File: src/rtl/bus_xcvr_pkg.sv
package bus_xcvr_pkg;

    // {latch enable seen, data clock seen} at the last sample
    typedef enum logic [1:0] {
        ST_KEEP_LO = 2'b00,
        ST_KEEP_HI = 2'b01,
        ST_FLOW_LO = 2'b10,
        ST_FLOW_HI = 2'b11
    } lane_st_e;

endpackage

File: src/rtl/xcvr_lane.sv
module xcvr_lane
    import bus_xcvr_pkg::*;
#(
    parameter int W = 18
) (
    input  logic         clk,
    input  logic         rst_n,
    input  logic [W-1:0] d_in,
    input  logic         le,
    input  logic         ce_n,
    input  logic         dclk,
    output logic [W-1:0] q
);

    lane_st_e     st_q, st_d;
    logic [W-1:0] store_q;
    logic         rise_seen;
    logic         load;

    // state register
    always_ff @(posedge clk or negedge rst_n) begin
        if (!rst_n) begin
            st_q <= ST_KEEP_HI;
        end else begin
            st_q <= st_d;
        end
    end

    // next state and capture decision
    always_comb begin
        rise_seen = 1'b0;
        unique case (st_q)
            ST_KEEP_LO, ST_FLOW_LO: rise_seen = dclk;
            ST_KEEP_HI, ST_FLOW_HI: rise_seen = 1'b0;
            default:                rise_seen = 1'b0;
        endcase
        load = le | (rise_seen & ~ce_n);
        if (le) begin
            st_d = dclk ? ST_FLOW_HI : ST_FLOW_LO;
        end else begin
            st_d = dclk ? ST_KEEP_HI : ST_KEEP_LO;
        end
    end

    always_ff @(posedge clk or negedge rst_n) begin
        if (!rst_n) begin
            store_q <= '1;
        end else if (load) begin
            store_q <= d_in;
        end
    end

    // output: pass-through while transparent, otherwise the stored word
    always_comb begin
        q = le ? d_in : store_q;
    end


    capture_chk: assert property (@(posedge clk) disable iff (!rst_n)
        (!le && !ce_n && dclk && (st_q == ST_KEEP_LO || st_q == ST_FLOW_LO))
        |=> (store_q == $past(d_in)));


    hold_chk: assert property (@(posedge clk) disable iff (!rst_n)
        (!le && !dclk) |=> $stable(store_q));


    inhibit_chk: assert property (@(posedge clk) disable iff (!rst_n)
        (!le && ce_n) |=> $stable(store_q));


    fall_high_chk: assert property (@(posedge clk) disable iff (!rst_n)
        (!le && dclk && st_q == ST_FLOW_HI) |=> $stable(store_q));


    flow_chk: assert property (@(posedge clk) disable iff (!rst_n)
        le |=> (store_q == $past(d_in)));

endmodule

File: src/rtl/xcvr_drv.sv
module xcvr_drv #(
    parameter int W          = 18,
    parameter bit OPEN_DRAIN = 1'b0
) (
    input  logic [W-1:0] val,
    input  logic         oe_n,
    output logic [W-1:0] out,
    output logic [W-1:0] drv
);

    assign out = val;

    generate
        if (OPEN_DRAIN) begin : g_od
            // pull low only for a 0, release for a 1
            assign drv = oe_n ? '0 : ~val;
        end else begin : g_tri
            assign drv = {W{~oe_n}};
        end
    endgenerate

endmodule

File: src/rtl/bus_xcvr18.sv
module bus_xcvr18 #(
    parameter int W = 18
) (
    input  logic         clk,
    input  logic         rst_n,
    input  logic [W-1:0] a_in,
    output logic [W-1:0] a_out,
    output logic [W-1:0] a_drv,
    input  logic [W-1:0] b_in,
    output logic [W-1:0] b_out,
    output logic [W-1:0] b_drv,
    input  logic         ab_oe_n,
    input  logic         ab_ce_n,
    input  logic         ab_le,
    input  logic         ab_clk,
    input  logic         ba_oe_n,
    input  logic         ba_ce_n,
    input  logic         ba_le,
    input  logic         ba_clk
);

    logic [W-1:0] ab_val;
    logic [W-1:0] ba_val;

    xcvr_lane #(.W(W)) u_ab_lane (
        .clk  (clk),
        .rst_n(rst_n),
        .d_in (a_in),
        .le   (ab_le),
        .ce_n (ab_ce_n),
        .dclk (ab_clk),
        .q    (ab_val)
    );

    xcvr_lane #(.W(W)) u_ba_lane (
        .clk  (clk),
        .rst_n(rst_n),
        .d_in (b_in),
        .le   (ba_le),
        .ce_n (ba_ce_n),
        .dclk (ba_clk),
        .q    (ba_val)
    );

    xcvr_drv #(.W(W), .OPEN_DRAIN(1'b1)) u_b_drv (
        .val (ab_val),
        .oe_n(ab_oe_n),
        .out (b_out),
        .drv (b_drv)
    );

    xcvr_drv #(.W(W), .OPEN_DRAIN(1'b0)) u_a_drv (
        .val (ba_val),
        .oe_n(ba_oe_n),
        .out (a_out),
        .drv (a_drv)
    );


    b_hiz_chk: assert property (@(posedge clk) disable iff (!rst_n)
        ab_oe_n |-> (b_drv == '0));


    a_hiz_chk: assert property (@(posedge clk) disable iff (!rst_n)
        ba_oe_n |-> (a_drv == '0));


    b_od_chk: assert property (@(posedge clk) disable iff (!rst_n)
        !ab_oe_n |-> (((b_drv & b_out) == '0) && ((b_drv | b_out) == '1)));


    a_tri_chk: assert property (@(posedge clk) disable iff (!rst_n)
        !ba_oe_n |-> (a_drv == '1));


    ab_quiet_chk: assert property (@(posedge clk) disable iff (!rst_n)
        (!ab_le && ab_ce_n) |=> $stable(b_out) || $past(ab_le) != ab_le);

endmodule

File: config.mk
export PLATFORM = sky130hd
export DESIGN_NAME = bus_xcvr18
export DESIGN_NICKNAME = d
export VERILOG_FILES = /design/src/rtl/bus_xcvr_pkg.sv /design/src/rtl/xcvr_lane.sv /design/src/rtl/xcvr_drv.sv /design/src/rtl/bus_xcvr18.sv
export SDC_FILE = /design/constraint.sdc
export NUM_CORES = 1
export LEC_CHECK = 0
export ABC_CLOCK_PERIOD_IN_PS = 1400
export CAP_MARGIN = 20
export CORE_MARGIN = 4
export CORE_UTILIZATION = 40
export DETAILED_ROUTE_END_ITERATION = 6
export DONT_BUFFER_PORTS = 1
export GPL_TIMING_DRIVEN = 1
export PLACE_DENSITY = 0.55
export SKIP_CTS_REPAIR_TIMING = 1
export SLEW_MARGIN = 5
export SYNTH_ARGS = -nofsm -noshare
export SYNTH_HDL_FRONTEND = slang
export SYNTH_SLANG_ARGS = --single-unit
File: constraint.sdc
create_clock -name clk -period 1.4 [get_ports clk]
set_clock_uncertainty 0.1 [all_clocks]
set_input_delay 0.28 -clock clk [delete_from_list [all_inputs] [get_ports clk]]
set_output_delay 0.28 -clock clk [all_outputs]
set_load 0.005 [all_outputs]
After elaboration in Yosys (flattened, before gate mapping)
Cells that the tools add are included.

word-level totals
  memories = 0
  bits in writable memories = 0
  output and inout bits = 72
  word-level logic and storage cells = 35
  bits of input ports = 46
  register bits = 40
  memory bits (read-only) = 0
  latch bits = 0

cells by class
  bitwise gates (word level) = 8
  multiplexer cells = 11
  order comparisons = 0
  div/mod/pow operators = 0
  reductions and logical operators = 6
  eq/ne operators = 6
  $mul = 0
  shift-type cells = 0
  $add $sub $neg = 0

operators with widths
  cell                                                  count
  2-to-1 mux 18 bit                                     3
  NOT 18 bit                                            1
  equality test 2 bit (second input constant)           4
  OR reduction 2 bit                                    4
  equality test 2 x 1 -> 1 bit (second input constant)  2
  zero test 2 bit                                       2
  2-to-1 mux 1 bit                                      4
  2-to-1 mux 2 bit                                      2
  case mux 1 bit (2 select lines)                       2
  NOT 1 bit                                             3
  AND 1 bit                                             2
  bitwise OR 1 bit                                      2

Logic depth before layout (Yosys ltp)
  word-level depth = 5
  mapped depth = 5
  gate-level depth less buffers = 2

Cells and area by module
A second synthesis with hierarchy kept.

unflattened totals
  cell total of the unflattened synthesis = 314
  area total of the unflattened synthesis = 2802.7 um2

by module, submodules not included
  module               seq. area each (um2)  area an instance (um2)  instances  cells an instance
  xcvr_lane            499.2                 1153.6                  2          120
  xcvr_drv at u_a_drv  0.0                   266.5                   1          36
  xcvr_drv at u_b_drv  0.0                   229.0                   1          38

Worst setup path after synthesis
No wires, ideal clock.

  path type = input-to-output
  start = in ab_le
  end = out b_drv[0]
  required time = 1.020 ns
  arrival time = 1.097 ns
  stages on the path = 4
  path slack = -0.077 ns
  buffers on the path = 2
  cells stage by stage = buf_4 -> buf_2 -> mux2_2 -> nor2_1

on the way
  longest elaborated chain between the ends = 3

ends and longest elaborated chain
  element            RTL line          RTL
  from (decl)        bus_xcvr18.sv:14  input logic ab_le,
  2-to-1 mux 18 bit  xcvr_lane.sv:55   q = le ? d_in : store_q;
  net b_out[0]       bus_xcvr18.sv:10  output logic [W-1:0] b_out,
  NOT 18 bit         xcvr_drv.sv:16    assign drv = oe_n ? '0 : ~val;
  2-to-1 mux 18 bit  xcvr_drv.sv:16
  to (decl)          bus_xcvr18.sv:11  output logic [W-1:0] b_drv,

The timed path passes the listed nets, and every way through them passes these cells.

Worst setup path after layout
  start = reg u_ab_lane.store_q[9]
  end = out b_drv[9]

on the way
  longest elaborated chain between the ends = 3

ends and longest elaborated chain
  element                 RTL line          RTL
  from (decl)             xcvr_lane.sv:16   logic [W-1:0] store_q;
  from (signal assigned)  xcvr_lane.sv:49   store_q <= d_in;
  2-to-1 mux 18 bit       xcvr_lane.sv:55
  net b_out[9]            bus_xcvr18.sv:10
  NOT 18 bit              xcvr_drv.sv:16
  2-to-1 mux 18 bit       xcvr_drv.sv:16

The timed path passes the listed nets, and every way through them passes these cells.

==> run metrics <==
P_int=around 2 mW; Clk network pwr share=0.293; outcome=finished with violations; CTS tree=built; Worst Setup Path Type=flip-flop to output port; RSZ-0062 raised after global routing=true; Num CTS Buffers=5; switch share=0.259; synthesized area per cell=roughly 9.5 sq um; critical path arrival=about 1.1 ns; period utilisation layout=1.03; Die Span Y=roughly 89 um; Starting Density=0.414; Req. time, crit path=a little over 1 ns; Final Hold Viols=0; antenna fix cells=0; dpl hpwl=about 4000 um; final net count=301; aggregate global-route resource usage=0.149; Max-Cap Viols=0; pwr/cell area=928 mW/mm^2; vias in the first global route=~1800; #FFs+latches synth=38; 1st-iter DRT viols=61; largest net degree at the start of global routing=55; H-tree Lvls=2; vias=around 1900; Row Count=29; Area Overhead vs Synth=8.81%; Post-Route WL=about 6200 um; Congestion Overflow GR=0; combinational power share=0.201; fmax=between 600 and 700 MHz; Core Region=0.00635 sq mm; violated checks=negative setup slack; Setup Viol. Count Final=18; port buffer count=0; Syn. warnings=0; DRT antenna net count=0; WL/cell=18.6 um; Max clock buf depth=2; DRC Markers=0; Peak supply drop=~0.60 mV; initial antenna violation count=0; worst skew pair latency=between 0.2 and 0.3 ns; drt pass-1 iters=3; Place WS=-0.0705 ns; number of synthesized flops with an enable pin=0; measured slew at the worst slew-check pin=between 0.3 and 0.4 ns; Setup WS post-layout=-0.0467 ns; Synth Flop Type=dfstp_2; gpl congestion=slightly below 0.7; synthesized area=between 0.002 and 0.003 sq mm; Hold WC Path Type=input port to flip-flop; root buf cell=clkbuf_8; Tmin final=~1.4 ns; Ports=between 100 and 150; Psw=about 0.69 mW; Seq/Total Area, Yosys=0.380; critical path launch point type=flip-flop; fraction of registers with async set/reset=1.00; Syn Inst Count=between 200 and 300; Hold Slack=about 0.014 ns; first-pass GRT wire length=about 9200 um; DIE AREA=between 0.007 and 0.008 sq mm; DR vias/cell=just under 6; max-slew violation count=0; Net Count, Synth=between 300 and 400; Die Width=around 90 um; CTS sink cnt=38; synth unique cells=15; worst rel slew slack=0.759; CP Max Fanout=2; Flop pwr share=0.506; Critical Path End Type=output port; share of layout cells above drive strength 1=0.355; leakage=approximately 1.1 nW; Reg clk slew, reported paths=roughly 0.07 ns
==> layout make-up <==
cell class	count	area [sq um]
clock buffer	7	86.3
clock inverter	1	5.00
fill	620	3490
inverter	19	71.3
multi-input combinational	182	1490
sequential	38	998
tap	77	96.3
timing repair buffer	9	113
==> sequential cells by signal, indices dropped and copies added (netlist names) <==
name and cells:
u_ab_lane.st_q 1, u_ab_lane.store_q 18, u_ba_lane.st_q 1, u_ba_lane.store_q 18
==> Yosys cell counts, types with 2 or more instances <==
cell type / n / share of area
buf_6: 2 / 0.0086
buf_2: 6 / 0.011
nand2b_1: 18 / 0.043
mux2_2: 18 / 0.077
nand4bb_1: 36 / 0.15
nor2_1: 18 / 0.026
inv_1: 19 / 0.027
o311ai_0: 18 / 0.060
o211ai_1: 18 / 0.051
nand2_1: 54 / 0.077
nor3b_4: 2 / 0.014
buf_4: 18 / 0.051
clkbuf_1: 12 / 0.017
dfstp_2: 38 / 0.38
==> logic make-up (layout without fill, tap and decap cells) <==
group | count (synthesis) | count (layout) | synth area share
simple gates | 128 | 128 | 0.314
buf+inv | 58 | 36 | 0.117
flops | 38 | 38 | 0.380
compound gates | 36 | 36 | 0.111
mux | 18 | 18 | 0.0771
==> worst paths after layout <==
kind	from	end	slack, ns	depth (start not counted)
worst max-delay path	u_ab_lane.store_q[9]$_DFFE_PN1P_	b_drv[9]	-0.05	2
worst min-delay path	ab_le	u_ab_lane.store_q[10]$_DFFE_PN1P_	0.01	1
worst max register to register	u_ab_lane.st_q[0]$_DFF_PN1_	u_ab_lane.store_q[11]$_DFFE_PN1P_	0.09	3
worst min register to register	u_ab_lane.store_q[13]$_DFFE_PN1P_	u_ab_lane.store_q[13]$_DFFE_PN1P_	0.42	2
max in group asynchronous	rst_n	u_ba_lane.store_q[14]$_DFFE_PN1P_	0.58	2
min in group asynchronous	rst_n	u_ab_lane.store_q[6]$_DFFE_PN1P_	0.58	2
==> cell usage in the layout (no fill, tap or decap) <==
cell type and instances:
buf_12 3, buf_4 3, clkbuf_1 1, clkbuf_8 6, clkinv_2 1, dfstp_2 38, dlygate4sd3_1 3, inv_1 19
mux2_4 18, nand2_1 52, nand2_2 2, nand2b_1 18, nand4bb_1 36, nor2_2 8, nor2_4 10, nor3b_4 2
o211ai_1 18, o311ai_0 15, o311ai_1 3
==> critical path, stage by stage, from the launching register on <==
cell     delay [ns]
dfstp_2        0.37
mux2_4         0.29
nor2_4         0.12
==> power groups by stage <==
stage	Combinational [mW]	Clock [mW]	Sequential, mW
final	0.532	0.778	1.34
after global routing	0.598	0.860	1.36
after CTS	0.421	0.830	1.34
after detailed placement	0.420	0	1.36
after global placement	0.414	0	1.35
after floorplan	0.449	0	1.34
==> layer usage <==
metal / global-route usage / up-vias / wire length, um
li1: - / 926 / -
met1: 0.197 / 931 / 2770
met2: 0.238 / 72 / 2910
met3: 0.0433 / 5 / 450
met4: 0.0447 / 0 / 48
met5: 0 / - / 0
==> through the flow <==
step / util / cell area, sq um / power, mW / setup TNS [ns] / cells
after global placement: 0.395 / 2510 / 1.77 / -0.176 / 319
after floorplan: - / 2640 / 1.79 / -0.00109 / 278
after global routing: 0.450 / 2860 / 2.81 / -1.22 / 333
final: 0.450 / 2860 / 2.65 / -0.325 / 333
after CTS: 0.410 / 2600 / 2.59 / -2.37 / 327
after detailed placement: 0.395 / 2510 / 1.78 / -0.717 / 319
(Power assumes the default switching activity.)
